### src/rtl/status_pkg.sv
// Package for the status field command engine: command codes, CRC
// polynomial and the sequencer state type. Assumes byte-wide host traffic.
package status_pkg;

    localparam logic [7:0] CMD_READ    = 8'hAA;
    localparam logic [7:0] CMD_WRITE   = 8'h55;
    localparam logic [7:0] CMD_CONFIRM = 8'h5A;
    localparam logic [7:0] CRC_POLY    = 8'h8C;
    localparam logic [7:0] IDLE_BYTE   = 8'hFF;

    typedef enum logic [3:0] {
        ST_IDLE,
        ST_ADDR_LO,
        ST_ADDR_HI,
        ST_WDATA,
        ST_CMD_CRC,
        ST_RDATA,
        ST_DATA_CRC,
        ST_CONFIRM,
        ST_ARMED,
        ST_DONE,
        ST_IGNORE
    } seq_state_t;

endpackage

### src/rtl/status_crc8.sv
// Combinational CRC-8 byte step, reflected form, LSB first.
// Assumes the caller holds the running value and picks the seed.
module status_crc8 #(
    parameter logic [7:0] POLY = 8'h8C
) (
    input  logic [7:0] crc_in,
    input  logic [7:0] data_in,
    output logic [7:0] crc_out
);

    // Fold the eight data bits into the running CRC one at a time.
    always_comb begin
        logic [7:0] acc;
        logic       mix;
        acc = crc_in;
        for (int i = 0; i < 8; i++) begin
            mix = acc[0] ^ data_in[i];
            acc = acc >> 1;
            if (mix) acc = acc ^ POLY;
        end
        crc_out = acc;
    end

endmodule

### src/rtl/status_store.sv
// Status field storage: NUM_BYTES-1 programmable bytes that erase to FFh
// on reset and one fixed last byte. Programming ANDs a mask into one byte.
// Assumes prog_idx is in range whenever prog_en is high.
module status_store #(
    parameter int          NUM_BYTES  = 8,
    parameter logic [7:0]  LAST_VALUE = 8'h00,
    localparam int         PTR_W      = $clog2(NUM_BYTES)
) (
    input  logic                     clk,
    input  logic                     rst_n,
    input  logic                     prog_en,
    input  logic [PTR_W-1:0]         prog_idx,
    input  logic [7:0]               prog_mask,
    output logic [NUM_BYTES*8-1:0]   image
);

    for (genvar g = 0; g < NUM_BYTES; g++) begin : g_byte
        if (g < NUM_BYTES - 1) begin : g_prog
            logic [7:0] cell_q;
            // Erase on reset; clear masked bits on a program pulse.
            always_ff @(posedge clk) begin
                if (!rst_n)
                    cell_q <= 8'hFF;
                else if (prog_en && (prog_idx == PTR_W'(g)))
                    cell_q <= cell_q & prog_mask;
            end
            assign image[g*8 +: 8] = cell_q;
        end else begin : g_fixed
            assign image[g*8 +: 8] = LAST_VALUE;
        end
    end

endmodule

### src/rtl/status_cmd_engine.sv
// Top of the status field command engine. Decodes read and write commands
// from received bytes, answers each tx_req with one byte a cycle later,
// keeps CRC segments and drives the one-time-programmable store.
// Assumes bus_rst and prog_strobe are single-cycle pulses.
module status_cmd_engine #(
    parameter int NUM_BYTES = 8,
    localparam int PTR_W    = $clog2(NUM_BYTES)
) (
    input  logic       clk,
    input  logic       rst_n,
    input  logic       bus_rst,
    input  logic       rx_valid,
    input  logic [7:0] rx_data,
    input  logic       tx_req,
    output logic       tx_valid,
    output logic [7:0] tx_data,
    input  logic       prog_strobe
);
    import status_pkg::*;

    seq_state_t             state_q;
    logic                   is_write_q;
    logic [7:0]             addr_lo_q;
    logic [PTR_W-1:0]       ptr_q;
    logic [7:0]             wdata_q;
    logic [7:0]             crc_q;
    logic [7:0]             crc_seed;
    logic [7:0]             crc_operand;
    logic [7:0]             crc_next;
    logic [7:0]             rd_byte;
    logic [7:0]             reply;
    logic                   prog_en;
    logic                   addr_ok;
    logic [NUM_BYTES*8-1:0] image;

    status_store #(
        .NUM_BYTES  (NUM_BYTES),
        .LAST_VALUE (8'h00)
    ) i_store (
        .clk       (clk),
        .rst_n     (rst_n),
        .prog_en   (prog_en),
        .prog_idx  (ptr_q),
        .prog_mask (wdata_q),
        .image     (image)
    );

    status_crc8 #(
        .POLY (CRC_POLY)
    ) i_crc (
        .crc_in  (crc_seed),
        .data_in (crc_operand),
        .crc_out (crc_next)
    );

    // Byte at the read pointer.
    assign rd_byte = image[{ptr_q, 3'b000} +: 8];

    // CRC inputs: data bytes while streaming, host bytes otherwise.
    assign crc_operand = (state_q == ST_RDATA) ? rd_byte : rx_data;
    assign crc_seed    = (state_q == ST_IDLE)  ? 8'h00   : crc_q;

    // Full 16-bit start address must land inside the field.
    assign addr_ok = (rx_data == 8'h00) && ({8'h00, addr_lo_q} < 16'(NUM_BYTES));

    // Program only when armed and strobed, never on a bus reset cycle.
    assign prog_en = (state_q == ST_ARMED) && prog_strobe && !bus_rst;

    // Reply byte chosen by the current state.
    always_comb begin
        unique case (state_q)
            ST_CMD_CRC, ST_DATA_CRC: reply = crc_q;
            ST_RDATA:                reply = rd_byte;
            default:                 reply = IDLE_BYTE;
        endcase
    end

    // Reply register: one byte per request, one cycle later.
    always_ff @(posedge clk) begin
        if (!rst_n) begin
            tx_valid <= 1'b0;
            tx_data  <= IDLE_BYTE;
        end else begin
            tx_valid <= tx_req;
            if (tx_req) tx_data <= reply;
        end
    end

    // Command sequencer with CRC, address and pointer bookkeeping.
    always_ff @(posedge clk) begin
        if (!rst_n || bus_rst) begin
            state_q    <= ST_IDLE;
            is_write_q <= 1'b0;
            addr_lo_q  <= 8'h00;
            ptr_q      <= '0;
            wdata_q    <= 8'hFF;
            crc_q      <= 8'h00;
        end else begin
            unique case (state_q)
                ST_IDLE: if (rx_valid) begin
                    crc_q <= crc_next;
                    if (rx_data == CMD_READ) begin
                        is_write_q <= 1'b0;
                        state_q    <= ST_ADDR_LO;
                    end else if (rx_data == CMD_WRITE) begin
                        is_write_q <= 1'b1;
                        state_q    <= ST_ADDR_LO;
                    end else begin
                        state_q    <= ST_IGNORE;
                    end
                end
                ST_ADDR_LO: if (rx_valid) begin
                    crc_q     <= crc_next;
                    addr_lo_q <= rx_data;
                    state_q   <= ST_ADDR_HI;
                end
                ST_ADDR_HI: if (rx_valid) begin
                    crc_q <= crc_next;
                    ptr_q <= addr_lo_q[PTR_W-1:0];
                    if (!addr_ok)
                        state_q <= ST_IGNORE;
                    else if (is_write_q)
                        state_q <= ST_WDATA;
                    else
                        state_q <= ST_CMD_CRC;
                end
                ST_WDATA: if (rx_valid) begin
                    crc_q   <= crc_next;
                    wdata_q <= rx_data;
                    state_q <= ST_CMD_CRC;
                end
                ST_CMD_CRC: if (tx_req) begin
                    crc_q   <= 8'h00;
                    state_q <= is_write_q ? ST_CONFIRM : ST_RDATA;
                end
                ST_RDATA: if (tx_req) begin
                    crc_q <= crc_next;
                    if (ptr_q == PTR_W'(NUM_BYTES - 1))
                        state_q <= ST_DATA_CRC;
                    else
                        ptr_q <= ptr_q + 1'b1;
                end
                ST_DATA_CRC: if (tx_req) begin
                    state_q <= ST_DONE;
                end
                ST_CONFIRM: if (rx_valid) begin
                    state_q <= (rx_data == CMD_CONFIRM) ? ST_ARMED : ST_IGNORE;
                end
                ST_ARMED: if (prog_strobe) begin
                    state_q <= ST_DONE;
                end
                default: begin
                    state_q <= state_q;
                end
            endcase
        end
    end

endmodule

### config.mk
export PLATFORM = sky130hd
export DESIGN_NAME = status_cmd_engine
export DESIGN_NICKNAME = d
export VERILOG_FILES = /design/src/rtl/status_pkg.sv /design/src/rtl/status_crc8.sv /design/src/rtl/status_store.sv /design/src/rtl/status_cmd_engine.sv
export SDC_FILE = /design/constraint.sdc
export NUM_CORES = 1
export LEC_CHECK = 0
export BUFFER_PORTS_ARGS = -buffer_cell sky130_fd_sc_hd__buf_2
export CORE_MARGIN = 2
export CORE_UTILIZATION = 54
export CTS_CLUSTER_DIAMETER = 150
export DETAILED_ROUTE_END_ITERATION = 8
export GPL_ROUTABILITY_DRIVEN = 1
export GPL_TIMING_DRIVEN = 0
export PLACE_DENSITY = 0.72
export SYNTH_ARGS = -nofsm -noshare
export SYNTH_HDL_FRONTEND = slang
export SYNTH_SLANG_ARGS = --single-unit
### constraint.sdc
create_clock -name clk -period 5.3 [get_ports clk]
set_clock_uncertainty 0.15 [all_clocks]
set_input_delay 0.265 -clock clk [delete_from_list [all_inputs] [get_ports clk]]
set_output_delay 0.265 -clock clk [all_outputs]
set_load 0.02 [all_outputs]
==> out/metrics.json, run 1 <==
{
  "result_of_the_run": "completed",
  "fill_cells": 717,
  "clock_insertion_delay_at_the_later_pin_of_the_skew_report_ps": 360,
  "grt_first_pass_wirelength_um": 17500,
  "globalRouteOverflowTotal": 0,
  "r2r_start": "ptr_q[1]",
  "cts_max_level": 3,
  "leakagePower_nw": 1.78,
  "post_cts_buffers": 0,
  "worst-slew-pin-transition_ps": 760,
  "hold-path-endpoint": "wdata_q[1]",
  "syn_area_per_cell_um2": 8.85,
  "start_util_pct": 55.1,
  "rows": 33,
  "ys_seq_area_share_pct": 43.5,
  "most_common_cell_after_layout_fill_and_taps_aside": "sky130_fd_sc_hd__dfxtp_1",
  "postSynthRegisterBits": 97,
  "finalNetCount": 557,
  "hold_class": "in -> reg",
  "flow.area_growth_from_synthesis_pct": 9.81,
  "synth-edff-count": 0,
  "boundaryPins": 23,
  "ff2ff_setup_slack_ps": 2380,
  "hold_start": "rx_data[1]",
  "numCtsBuffers": 9,
  "vias_per_cell": 5.77,
  "number_of_design_rule_violations_left_by_the_first_detailed_router_iteration": 269,
  "worst_setup_path_startpoint": "ptr_q[1]",
  "timing_hold_violations_final": 0,
  "clock-sinks": 97,
  "cts.reportedPaths.clkPinSlew_ps": 90,
  "cellPowerDensity_nw_per_um2": 275,
  "die-area_um2": 9010,
  "r2r.worst_path.cells": 10,
  "postSynthCellCount": 504,
  "cts-root-to-sink-buffers": 2,
  "buffer_ports.inserted": 22,
  "ir_worst_vdd_mv": 0.161,
  "gpl.final_weighted_congestion": 0.943,
  "setup_tns_ps": 0,
  "wl_per_cell_um": 16.7,
  "cts_root_buffer": "sky130_fd_sc_hd__clkbuf_8",
  "drive_gt1_share_pct": 13.5,
  "vias_in_the_first_global_route": 3446,
  "netlist_area_um2": 4460,
  "detail_route.drc_violations": 0,
  "postCtsResizedCells": 0,
  "timing_max_transition_violations_final": 0,
  "worst_path_setup_slack_after_routing_ps": 2380,
  "coreArea_um2": 8090,
  "post-route-min-period_ps": 2920,
  "cts_hold_repair.buffers": 0,
  "worst_ep_arrival_time_ps": 3030,
  "timing.critical_path.required_ps": 5410,
  "timing.critical_path.fanout_max": 10,
  "worst_hold_path.num_cells": 3,
  "max_cap_viol_count": 0,
  "synthArstFlopShare_pct": 0,
  "max_freq_mhz": 343,
  "place.detailed.hpwl_um": 7880,
  "antennaDiodeCount": 0,
  "grt_setup_unrepaired": "false",
  "postRouteAntennaNets": 0,
  "clock_tree_from_tritoncts": "done",
  "layout_common_cells": "97 x sky130_fd_sc_hd__dfxtp_1, 93 x sky130_fd_sc_hd__nand2_1, 73 x sky130_fd_sc_hd__o21ai_0",
  "ys_types": 56,
  "grt_usage_pct": 25.6,
  "setup_viol_count_final": 0,
  "end_kind": "flip-flop",
  "yosys_warnings": 0,
  "post_detailed_routing_wire_length_um": 10800,
  "grt_antenna_before_repair": 0,
  "multi_input_comb_area_um2": 2350,
  "worst-setup-path-type": "reg -> reg",
  "synth-main-ff-cell": "sky130_fd_sc_hd__dfxtp_1",
  "routed-via-count": 3732,
  "ff_latch_area_um2": 1940,
  "post_synthesis_net_count": 524,
  "timing.rr.end": "crc_q[2]",
  "cp-start-kind": "flip-flop",
  "timing.max_slew.rel_slack_pct": 49.2,
  "grt_max_degree": 16,
  "die_height_um": 94.9,
  "dp_worst_setup_slack_ps": 2420,
  "drtPass1Iterations": 5,
  "die_w_um": 94.9,
  "final.period_utilization_pct": 55.1
}
[state kept, by name (all words and copies together), names as in the netlist]
| signal | count |
|---|---|
| i_store.g_byte.g_prog.cell_q | 56 |
| addr_lo_q | 8 |
| crc_q | 8 |
| tx_data | 8 |
| wdata_q | 8 |
| state_q | 4 |
| ptr_q | 3 |
| is_write_q | 1 |
| tx_valid | 1 |
[power breakdown]
| group | switching [mW] | internal [mW] | total [mW] |
|---|---|---|---|
| clock network | 0.253 | 0.233 | 0.485 |
| logic | 0.0726 | 0.0506 | 0.123 |
| registers | 0.00503 | 0.735 | 0.740 |
[per-stage QoR]
step,power (mW),hold slack (ps),utilization (%),instances,instance area (um2)
final,1.35,56.9,60.5,647,4900
after global routing,1.39,63.0,60.5,647,4900
after CTS,1.36,52.3,60.5,647,4900
after detailed placement,0.879,299,58.1,631,4700
after global placement,0.878,296,58.1,631,4700
after floorplan,0.847,240,-,504,4460
[critical path: stages (launching register included)]
cell and delay (ps):
sky130_fd_sc_hd__dfxtp_1 510, sky130_fd_sc_hd__buf_6 220, sky130_fd_sc_hd__buf_4 220, sky130_fd_sc_hd__nor2_1 70
sky130_fd_sc_hd__a22oi_1 370, sky130_fd_sc_hd__a31oi_1 190, sky130_fd_sc_hd__xnor2_1 350, sky130_fd_sc_hd__xor2_2 250
sky130_fd_sc_hd__xnor2_2 180, sky130_fd_sc_hd__xnor2_1 100, sky130_fd_sc_hd__a22o_1 190
[synth_stat cells, types with 9 or more instances]
master / count / area share [%]
sky130_fd_sc_hd__nand3_1: 9 / 1.0
sky130_fd_sc_hd__nor2_1: 30 / 2.5
sky130_fd_sc_hd__o21ai_0: 73 / 8.2
sky130_fd_sc_hd__xnor2_1: 12 / 2.4
sky130_fd_sc_hd__inv_1: 10 / 0.84
sky130_fd_sc_hd__clkbuf_1: 17 / 1.4
sky130_fd_sc_hd__nand2_1: 93 / 7.8
sky130_fd_sc_hd__a21oi_1: 14 / 1.6
sky130_fd_sc_hd__dfxtp_1: 97 / 44
sky130_fd_sc_hd__mux2i_1: 27 / 6.1
[cell families after synthesis]
| group | after synthesis | synth area share [%] |
|---|---|---|
| buffers and inverters | 39 | 3.84 |
| adder cells (fa/ha/maj) | 6 | 1.68 |
| AND/OR/NAND/NOR | 173 | 17.8 |
| AO/OA/AOI/OAI | 129 | 17.9 |
| flip-flops | 97 | 43.5 |
| multiplexers | 38 | 9.76 |
| XOR/XNOR | 22 | 5.50 |
[layer usage]
metal,part of all wire (%),global-route usage (%),up-vias
li1,-,-,1822
met1,47,34.4,1778
met2,45,40.2,105
met3,4.6,3.75,27
met4,3.5,12.7,0
met5,0,0,-
[cell type report]
| class | instances | area share (%) |
|---|---|---|
| buffer | 27 | 2.58 |
| clock buffer | 12 | 2.96 |
| sequential | 97 | 39.6 |
| inverter | 12 | 0.919 |
| tap | 105 | 2.68 |
| timing repair buffer | 22 | 2.25 |
| multi-input combinational | 368 | 47.9 |
| clock inverter | 4 | 1.05 |
[worst max-delay path by stage]
stage	cells past startpoint	slack [ps]	endpoint
after floorplan	9	2780	crc_q[2]
after global placement	10	2430	crc_q[2]
after detailed placement	10	2420	crc_q[2]
after CTS	10	2400	crc_q[3]
after global routing	10	2190	crc_q[3]
final	10	2380	crc_q[2]
No activity file was read; power rests on OpenSTA's default activity.
==> run 2, diff against run 1 <==
Settings changed: ABC_AREA set to 1.
Clock period 5.3 ns to 3 ns, I/O delays scaled along.
==> out/metrics.json, run 2 <==
{
  "result_of_the_run": "completed",
  "yosysMostFrequentCell": "sky130_fd_sc_hd__nand2_1",
  "die_w": {"value": 98.0, "unit": "um", "change": "+3.2%"},
  "met1_length": {"value": 6350, "unit": "um", "change": "+25%"},
  "antennaDiodeCount": {"value": 0, "change": "unchanged"},
  "finalNetCount": {"value": 751, "change": "+35%"},
  "crit_path_top_delay_cell": "sky130_fd_sc_hd__nand3_1",
  "netlist_area": {"value": 4770, "unit": "um2", "change": "+6.8%"},
  "die_height": {"value": 98.0, "unit": "um", "change": "+3.2%"},
  "layout_common_cells": "207 x sky130_fd_sc_hd__nand2_1, 97 x sky130_fd_sc_hd__dfxtp_1, 80 x sky130_fd_sc_hd__o21ai_0",
  "power.total": {"value": 2.64, "unit": "mW", "change": "+96%"},
  "detail_route.drc_violations": {"value": 0, "change": "unchanged"},
  "yosys_warnings": {"value": 0, "change": "unchanged"},
  "worst-setup-path-type": "reg -> reg",
  "timing_hold_violations_final": {"value": 0, "change": "unchanged"},
  "clock-sinks": {"value": 97, "change": "unchanged"},
  "ir_worst_vdd": {"value": 0.294, "unit": "mV", "change": "+83%"},
  "post_synthesis_net_count": {"value": 715, "change": "+36%"},
  "postSynthCellCount": {"value": 695, "change": "+38%"},
  "regMostFlops": "i_store.g_byte.g_prog.cell_q",
  "most_common_cell_after_layout_fill_and_taps_aside": "sky130_fd_sc_hd__nand2_1",
  "clock_tree_from_tritoncts": "done",
  "leakagePower": {"value": 2.40, "unit": "nW", "change": "+35%"},
  "worstPathCellList": "buf_2 > nor2_1 > inv_1 > nor3_1 > nand2_1 > nor2_1 > nand3_1 > o21ai_0 > nand2_1",
  "postSynthRegisterBits": {"value": 97, "change": "unchanged"},
  "cts_max_level": {"value": 3, "change": "unchanged"},
  "worst_path_largest_cell_delay": {"value": 460, "unit": "ps", "change": "-50 ps"},
  "syn_area_per_cell": {"value": 6.86, "unit": "um2", "change": "-23%"},
  "numCtsBuffers": {"value": 9, "change": "unchanged"},
  "setup_viol_count_final": {"value": 0, "change": "unchanged"},
  "rows": {"value": 34, "change": "+3.0%"},
  "max_cap_viol_count": {"value": 0, "change": "unchanged"},
  "grt_first_pass_wirelength": {"value": 21500, "unit": "um", "change": "+23%"},
  "synth-edff-count": {"value": 0, "change": "unchanged"},
  "ys_seq_area_share": {"value": 40.7, "unit": "%", "change": "-2.8 points"},
  "post_synth_main_area_contributors": "sky130_fd_sc_hd__dfxtp_1 41%, sky130_fd_sc_hd__nand2_1 16%, sky130_fd_sc_hd__o21ai_0 8.4%",
  "postCtsResizedCells": {"value": 0, "change": "unchanged"},
  "timing.critical_path.required": {"value": 3080, "unit": "ps", "change": "-2330 ps"},
  "post-route-min-period": {"value": 2740, "unit": "ps", "change": "-178 ps"},
  "routed-via-count": {"value": 4740, "change": "+27%"},
  "gpl.final_weighted_congestion": {"value": 0.915, "change": "-3.0%"},
  "ys_types": {"value": 40, "change": "-29%"},
  "cellPowerDensity": {"value": 499, "unit": "nW/um2", "change": "+81%"},
  "grt_usage": {"value": 27.8, "unit": "%", "change": "+2.3 points"},
  "hold_class": "in -> reg",
  "drtPass1Iterations": {"value": 5, "change": "unchanged"},
  "max_freq": {"value": 365, "unit": "MHz", "change": "+6.5%"},
  "routed-wl-met2": {"value": 5700, "unit": "um", "change": "+17%"},
  "grt_setup_unrepaired": "false",
  "dp.cells": {"value": 823, "change": "+30%"},
  "coreArea": {"value": 8640, "unit": "um2", "change": "+6.7%"},
  "wl_per_cell": {"value": 15.4, "unit": "um", "change": "-8.1%"},
  "die-area": {"value": 9600, "unit": "um2", "change": "+6.5%"},
  "clock_insertion_delay_at_the_later_pin_of_the_skew_report": {"value": 370, "unit": "ps", "change": "about the same"},
  "synthArstFlopShare": {"value": 0, "unit": "%", "change": "unchanged"},
  "cp-start-kind": "flip-flop",
  "end_kind": "flip-flop",
  "synth.cells.most_frequent": "207 x sky130_fd_sc_hd__nand2_1, 97 x sky130_fd_sc_hd__dfxtp_1, 80 x sky130_fd_sc_hd__o21ai_0",
  "dr.max_layer_used": "met4",
  "largest_reg_flops": {"value": 56, "change": "unchanged"},
  "postRouteAntennaNets": {"value": 0, "change": "unchanged"},
  "post_cts_buffers": {"value": 0, "change": "unchanged"},
  "worst-slew-pin-transition": {"value": 846, "unit": "ps", "change": "+85.6 ps"},
  "timing.critical_path.fanout_max": {"value": 8, "change": "-2"},
  "cts_hold_repair.buffers": {"value": 5, "change": "+5"},
  "cts_root_buffer": "sky130_fd_sc_hd__clkbuf_8",
  "worst_ep_arrival_time": {"value": 2820, "unit": "ps", "change": "-210 ps"},
  "vias_in_the_first_global_route": {"value": 4369, "change": "+27%"},
  "place.detailed.hpwl": {"value": 9530, "unit": "um", "change": "+21%"},
  "grt_max_degree": {"value": 17, "change": "+1"},
  "buffer_ports.inserted": {"value": 20, "change": "-9.1%"},
  "post-synth-top-area-fraction": {"value": 40.7, "unit": "%", "change": "-2.8 points"},
  "number_of_design_rule_violations_left_by_the_first_detailed_router_iteration": {"value": 271, "change": "+0.74%"},
  "drive_gt1_share": {"value": 10.7, "unit": "%", "change": "-2.7 points"},
  "grt_antenna_before_repair": {"value": 0, "change": "unchanged"},
  "cts-root-to-sink-buffers": {"value": 2, "change": "unchanged"},
  "setup_tns": {"value": 0, "unit": "ps", "change": "unchanged"},
  "boundaryPins": {"value": 23, "change": "unchanged"},
  "vias_per_cell": {"value": 5.62, "change": "-2.6%"},
  "timing.max_slew.rel_slack": {"value": 43.6, "unit": "%", "change": "-5.6 points"},
  "globalRouteOverflowTotal": {"value": 0, "change": "unchanged"},
  "cts.reportedPaths.clkPinSlew": {"value": 90, "unit": "ps", "change": "about the same"},
  "met3RoutedLength": {"value": 542, "unit": "um", "change": "+8.6%"},
  "final.period_utilization": {"value": 91.3, "unit": "%", "change": "+36 points"},
  "post_detailed_routing_wire_length": {"value": 13000, "unit": "um", "change": "+20%"},
  "post_layout_nonfiller_instances": {"value": 844, "change": "+30%"},
  "start_util": {"value": 55.2, "unit": "%", "change": "+0.068 points"},
  "synth_top_cell_by_area": "sky130_fd_sc_hd__dfxtp_1",
  "flow.area_growth_from_synthesis_pct": 10.7,
  "timing_max_transition_violations_final": {"value": 0, "change": "unchanged"},
  "synth-main-ff-cell": "sky130_fd_sc_hd__dfxtp_1"
}
run 2: worst paths after layout:
kind / start / slack, ps / end / depth (start not counted)
setup / recovery: state_q[0] / 260 / i_store.g_byte[4].g_prog.cell_q[3] / 9
hold / removal: rx_data[5] / 1 / addr_lo_q[5] / 3
setup reg to reg: state_q[0] / 260 / i_store.g_byte[4].g_prog.cell_q[3] / 9
hold reg to reg: i_store.g_byte[5].g_prog.cell_q[2] / 310 / i_store.g_byte[5].g_prog.cell_q[2] / 2
run 2: layout make-up:
class	instances	area, um2
Multi-Input combinational cell	507	2420
Fill cell	828	3360
Clock buffer	11	141
Clock inverter	5	85.1
Tap cell	108	135
Sequential cell	97	1940
Inverter	65	246
Timing Repair Buffer	25	150
Buffer	26	160
run 2: logic make-up after synthesis:
group / Yosys count / share of synthesized area [%]
DFF: 97 / 40.7
adders and majority gates: 6 / 1.57
xor gates and xnor gates: 1 / 0.184
buffers and inverters: 91 / 8.53
AOI/OAI and AO/OA: 146 / 16.6
and+or+nand+nor: 354 / 32.3
run 2: power by group:
part | switching, mW | internal [mW] | total [mW]
Clock | 0.482 | 0.499 | 0.981
Combinational | 0.230 | 0.103 | 0.333
Sequential | 0.0167 | 1.31 | 1.32
Total | 0.729 | 1.91 | 2.64
run 2: layer usage:
layer  global-route usage, %  up-vias
met3                    3.58       29
met4                    11.3        0
li1                        -     2348
met2                    42.9      121
met1                    39.7     2242
met5                       0        -
run 2: stage by stage:
stage | cell area, um2 | util [%] | hold slack [ps] | setup slack, ps
after CTS | 5280 | 61.1 | 3.43 | 315
after floorplan | 4770 | - | 181 | 915
after detailed placement | 5000 | 57.9 | 295 | 327
after global routing | 5280 | 61.1 | 24.4 | 7.58
final | 5280 | 61.1 | 1.26 | 260
after global placement | 5000 | 57.9 | 289 | 360
run 2: worst max-delay path: cells and delay by family, from the launching register on:
kind            cells  cell delay [ps]
flops               1              300
buf+inv             2              270
compound gates      1              280
simple gates        6             1590
